[config.mk]
export PLATFORM = sky130hd
export DESIGN_NAME = thr_alert
export DESIGN_NICKNAME = d
export VERILOG_FILES = /design/src/rtl/thr_alert_pkg.sv /design/src/rtl/thr_alert_cmp.sv /design/src/rtl/thr_alert_fsm.sv /design/src/rtl/thr_alert.sv
export SDC_FILE = /design/constraint.sdc
export NUM_CORES = 1
export LEC_CHECK = 0
export CORE_AREA = 2 2 43 45
export CTS_CLUSTER_SIZE = 24
export DETAILED_ROUTE_END_ITERATION = 8
export DIE_AREA = 0 0 45 47
export DONT_BUFFER_PORTS = 1
export PLACE_DENSITY = 0.73
export SYNTH_ARGS = -nofsm -noshare
export SYNTH_HDL_FRONTEND = slang
export SYNTH_SLANG_ARGS = --single-unit
export TNS_END_PERCENT = 1
[constraint.sdc]
create_clock -name clk -period 3.8 [get_ports clk]
set_input_delay 0.38 -clock clk [delete_from_list [all_inputs] [get_ports clk]]
set_output_delay 0.38 -clock clk [all_outputs]
set_load 0.05 [all_outputs]
[src/rtl/thr_alert_pkg.sv]
package thr_alert_pkg;
    typedef enum logic {
        ST_QUIET  = 1'b0,
        ST_FIRING = 1'b1
    } alert_st_e;

    typedef struct packed {
        logic hit_hi;
        logic hit_lo;
    } cmp_res_t;
endpackage

[src/rtl/thr_alert_cmp.sv]
module thr_alert_cmp
    import thr_alert_pkg::*;
#(
    parameter int DATA_W = 16
) (
    input  logic signed [DATA_W-1:0] sample,
    input  logic signed [DATA_W-1:0] hi_lim,
    input  logic signed [DATA_W-1:0] lo_lim,
    output cmp_res_t                 res
);
    // Strict signed compares; the high side takes priority if the limits are crossed.
    always_comb begin
        res.hit_hi = (sample > hi_lim);
        res.hit_lo = !res.hit_hi && (sample < lo_lim);
    end
endmodule

[src/rtl/thr_alert_fsm.sv]
module thr_alert_fsm
    import thr_alert_pkg::*;
(
    input  logic     clk,
    input  logic     rst_n,
    input  logic     conv_done,
    input  cmp_res_t cmp,
    input  logic     latch_mode,
    input  logic     clr_read,
    input  logic     clr_won,
    output logic     firing,
    output logic     side_hi
);
    alert_st_e state, nxt;
    logic      hit;
    logic      clr;

    assign hit = conv_done && (cmp.hit_hi || cmp.hit_lo);
    assign clr = latch_mode && (clr_read || clr_won);

    // State register
    always_ff @(posedge clk) begin
        if (!rst_n) state <= ST_QUIET;
        else        state <= nxt;
    end

    // Next state
    always_comb begin
        nxt = state;
        unique case (state)
            ST_QUIET: begin
                if (hit) nxt = ST_FIRING;                  // T_HIT
            end
            ST_FIRING: begin
                if (hit)                   nxt = ST_FIRING; // T_REHIT
                else if (latch_mode && clr) nxt = ST_QUIET; // T_CLEAR
                else if (!latch_mode && conv_done)
                                           nxt = ST_QUIET;  // T_FOLLOW
            end
            default: nxt = ST_QUIET;
        endcase
    end

    // Outputs
    always_ff @(posedge clk) begin
        if (!rst_n)   side_hi <= 1'b0;
        else if (hit) side_hi <= cmp.hit_hi;
    end

    assign firing = (state == ST_FIRING);

    a_r3_sticky_hold: assert property (@(posedge clk) disable iff (!rst_n)
        (latch_mode && firing && !clr_read && !clr_won) |=> firing);

    a_r4_read_clears: assert property (@(posedge clk) disable iff (!rst_n)
        (latch_mode && clr_read && !(conv_done && (cmp.hit_hi || cmp.hit_lo))) |=> !firing);

    a_r5_won_clears: assert property (@(posedge clk) disable iff (!rst_n)
        (latch_mode && clr_won && !(conv_done && (cmp.hit_hi || cmp.hit_lo))) |=> !firing);

    a_r7_hit_wins: assert property (@(posedge clk) disable iff (!rst_n)
        (conv_done && (cmp.hit_hi || cmp.hit_lo)) |=> firing);

    a_r8_side_high: assert property (@(posedge clk) disable iff (!rst_n)
        (conv_done && cmp.hit_hi) |=> side_hi);

    a_r8_side_low: assert property (@(posedge clk) disable iff (!rst_n)
        (conv_done && cmp.hit_lo) |=> !side_hi);

    a_r8_side_kept: assert property (@(posedge clk) disable iff (!rst_n)
        !(conv_done && (cmp.hit_hi || cmp.hit_lo)) |=> $stable(side_hi));

    a_r9_follow_drop: assert property (@(posedge clk) disable iff (!rst_n)
        (!latch_mode && conv_done && !cmp.hit_hi && !cmp.hit_lo) |=> !firing);
endmodule

[src/rtl/thr_alert.sv]
module thr_alert
    import thr_alert_pkg::*;
#(
    parameter int DATA_W = 16
) (
    input  logic              clk,
    input  logic              rst_n,
    input  logic              conv_done,
    input  logic [DATA_W-1:0] conv_result,
    input  logic [DATA_W-1:0] thr_hi,
    input  logic [DATA_W-1:0] thr_lo,
    input  logic              latch_mode,
    input  logic              alert_en,
    input  logic              clr_read,
    input  logic              clr_won,
    output logic              alert_pull,
    output logic              side_hi
);
    cmp_res_t cmp;
    logic     firing;

    thr_alert_cmp #(.DATA_W(DATA_W)) u_cmp (
        .sample (signed'(conv_result)),
        .hi_lim (signed'(thr_hi)),
        .lo_lim (signed'(thr_lo)),
        .res    (cmp)
    );

    thr_alert_fsm u_fsm (
        .clk        (clk),
        .rst_n      (rst_n),
        .conv_done  (conv_done),
        .cmp        (cmp),
        .latch_mode (latch_mode),
        .clr_read   (clr_read),
        .clr_won    (clr_won),
        .firing     (firing),
        .side_hi    (side_hi)
    );

    // Open-drain drive: only pull when enabled
    assign alert_pull = alert_en && firing;

    a_r10_released: assert property (@(posedge clk) disable iff (!rst_n)
        !alert_en |-> !alert_pull);

    a_r1_reset_quiet: assert property (@(posedge clk)
        !rst_n |=> (!alert_pull && !side_hi));
endmodule

==> key figures <==
Final layout
  • Area grow syn2layout: 4.67%
  • Filler cells: 167
  • Layout cells sized above 1: 0.0462
  • Ant diodes: 0
  • Most frequent cells in the layout: 35 x inv_1, 31 x ha_1, 10 x a21oi_1
  • Commonest non-fill, non-tap cell in the layout: inv_1
  • # nets final: 218

Power and ir drop
  • Net Switching: 0.0672 mW
  • Power Total: 0.167 mW
  • Clk network pwr share: 0.293
  • Int Power: 0.0999 mW
  • Combinational power share: 0.526
  • Worst vdd ir: 125 uV
  • Sw Ratio: 0.402
  • Power density over cell area: 170 nW/um2
  • Leakage: 0.584 nW
  • Flop pwr share: 0.181

Clocking
  • CTS H-Tree Depth: 1
  • Hold buffer count at cts: 0
  • Clock Latency Late Sink: 0.22 ns
  • CTS tree: yes
  • Post-CTS Setup Repair Bufs: 0
  • Clock buffer depth: 2
  • CTS resizes: 0
  • CTS sink cnt: 2
  • Clock-pin slew on the worst setup and hold paths: 0.03 ns
  • Clk root buf: clkbuf_4
  • Total CTS buffers: 3

STA
  • Fmax: 589 MHz
  • Final count of pins violating max slew: 0
  • RSZ-0062 raised after global routing: false
  • Clock Skews: 0 ns
  • Number of hold violations in the final report: 0
  • Slew HR: 0.658
  • Worst-Margin Slew: 0.512 ns
  • # setup viols final: 0
  • Setup TNS Final: 0 ns
  • Tmin final: 1.70 ns
  • Tcrit/Tclk final: 0.447

Yosys
  • Adder-Cell Fraction of Synth Area: 0.414
  • Largest family of logic cells by synthesized area: adder cells
  • Yosys cell types: 27
  • Top post-synthesis cells by area: ha_1 41%, inv_1 14%, a21oi_1 5.3%
  • Fraction of registers with async set/reset: 0
  • Number of synthesized register bits: 2
  • Post-synthesis simple-gate area fraction: 0.188
  • Synth area leader: ha_1
  • Synth Area in XOR/XNOR: 0
  • Sequential area share after synthesis: 0.0427
  • Synth Net Count: 213
  • Netlist Area Pre-Place: 937 um2
  • Top FF cell, synth: dfxtp_1
  • Avg Inst Size Synth: 7.38 um2
  • Post-synth EDFFs: 0
  • Cell count after synthesis: 127
  • Yosys warnings: 0
  • Compound-Gate Fraction of Synth Area: 0.215
  • Multiplexer area fraction after synthesis: 0
  • Synth top area share: 0.414

Floorplan
  • Die area: 2120 um2
  • Die X: 45 um
  • Initial core utilization: 0.567
  • Row count: 15
  • # IOs: 57
  • Core Region: 1650 um2
  • Die Y: 47 um

Route
  • WL/cell: 12.9 um
  • Final WL: 1.90 mm
  • Initial DRC Count: 12
  • Drt drc: 0
  • Routed Antenna Nets: 0
  • DRT Pass-1 Iters: 4
  • Via count: 857
  • Vias per cell: 5.83

Setup path
  • CP bufs+invs: 1
  • WP depth: 8
  • Crit path launch type: input pin
  • Critical Path End Type: flop
  • CP Class: input pin to flop
  • R2r endpoint: u_fsm.side_hi
  • R2R setup slack: 2.80 ns
  • Worst stage delay on the critical path: 0.38 ns
  • Crit Reg-Reg Startpoint: u_fsm.side_hi
  • CP endpoint: u_fsm.firing
  • Maximum fanout along the worst path: 4
  • CP delay by family, top: simple AND/OR/NAND/NOR gates
  • Worst-path cell chain: inv_1 > ha_1 > nand3_1 > or3_1 > nor4_2 > o311a_1 > nor2_1 > o211ai_1
  • Worst reg2reg path depth: 2
  • CP required: 3.94 ns
  • Crit path arrival time: 1.84 ns
  • Critical-path top delay cell: or3_1
  • Crit. Startpoint: thr_lo[7]

Min path
  • Hold depth: 2
  • Tightest Hold Check Type: input pin to flop

Run
  • Max-capacitance violation count: 0

GRT
  • First-pass GRT wire length: 3.05 mm
  • Largest net degree at the start of global routing: 5
  • GRT Total Usage: 0.187
  • Vias in the first global route: 853
  • Grt ovf: 0
  • Antenna violations before repair: 0

Placed design
  • DP HPWL: 1.73 mm
  • Port Buf Inserts: 0
  • Gpl congestion: 0.777

Run status
  • Status: complete, no violations
==> kinds of logic (layout without fill, tap and decap cells) <==
family                     after synthesis  after routing
buffers and inverters                   35             38
adders and majority gates               31             31
and+or+nand+nor                         31             31
AOI/OAI and AO/OA                       28             28
DFF                                      2              2
==> layout make-up <==
class	count	area, um2	area share
inverters	35	131	0.134
flip-flops and latches	2	40.0	0.0408
multi-input cells	90	766	0.781
clock buffers	3	22.5	0.0230
well taps	17	21.3	0.0217
==> how the worst min path moves through the flow <==
stage | start | endpoint | slack (ns)
after global routing | rst_n | u_fsm.side_hi | 0.31
after global placement | u_fsm.firing | u_fsm.firing | 0.48
after detailed placement | u_fsm.firing | u_fsm.firing | 0.50
final | rst_n | u_fsm.side_hi | 0.30
after CTS | rst_n | u_fsm.side_hi | 0.30
after floorplan | u_fsm.firing | u_fsm.firing | 0.47
==> sequential cells by signal, indices dropped and copies added (netlist names) <==
register,count
u_fsm.side_hi,1
u_fsm.firing,1
==> per-stage QoR <==
| step | setup WS (ns) | cells | hold WS [ns] | utilization | instance area [um2] |
|---|---|---|---|---|---|
| after CTS | 2.10 | 147 | 0.304 | 0.594 | 981 |
| final | 2.10 | 147 | 0.304 | 0.594 | 981 |
| after global routing | 1.93 | 147 | 0.310 | 0.594 | 981 |
| after floorplan | 2.02 | 127 | 0.465 | - | 937 |
| after global placement | 1.94 | 144 | 0.484 | 0.580 | 958 |
| after detailed placement | 1.89 | 144 | 0.495 | 0.580 | 958 |
==> power by group through the flow <==
stage | sequential [mW] | combinational, mW | clock [mW]
5_1_grt | 0.0306 | 0.104 | 0.0514
2_1_floorplan | 0.0300 | 0.0722 | 0
4_1_cts | 0.0302 | 0.0888 | 0.0488
6_report | 0.0302 | 0.0879 | 0.0490
3_5_place_dp | 0.0305 | 0.0878 | 0
3_3_place_gp | 0.0304 | 0.0849 | 0
==> per-layer routing <==
layer	up-vias	part of all wire	global-route usage
met3	0	0.065	0.00769
li1	450	-	-
met4	0	0	0.0412
met5	-	0	0
met2	39	0.51	0.371
met1	368	0.43	0.221
==> worst reg2reg max path: stages (launching register included) <==
cell and delay, ns:
dfxtp_1 0.63, nand2_1 0.10, o31ai_1 0.19
==> synth_stat cells (2+ instances only) <==
| cell | count |
|---|---|
| inv_1 | 35 |
| ha_1 | 31 |
| a21oi_1 | 10 |
| nand2_1 | 8 |
| nand4_1 | 5 |
| a21o_1 | 4 |
| nand3_1 | 4 |
| o21ai_0 | 4 |
| nor2_1 | 3 |
| dfxtp_1 | 2 |
| nand2b_1 | 2 |
| nand3b_1 | 2 |
| nor4_1 | 2 |
| o21a_1 | 2 |
Note: power is estimated with default switching activity, not from simulation.
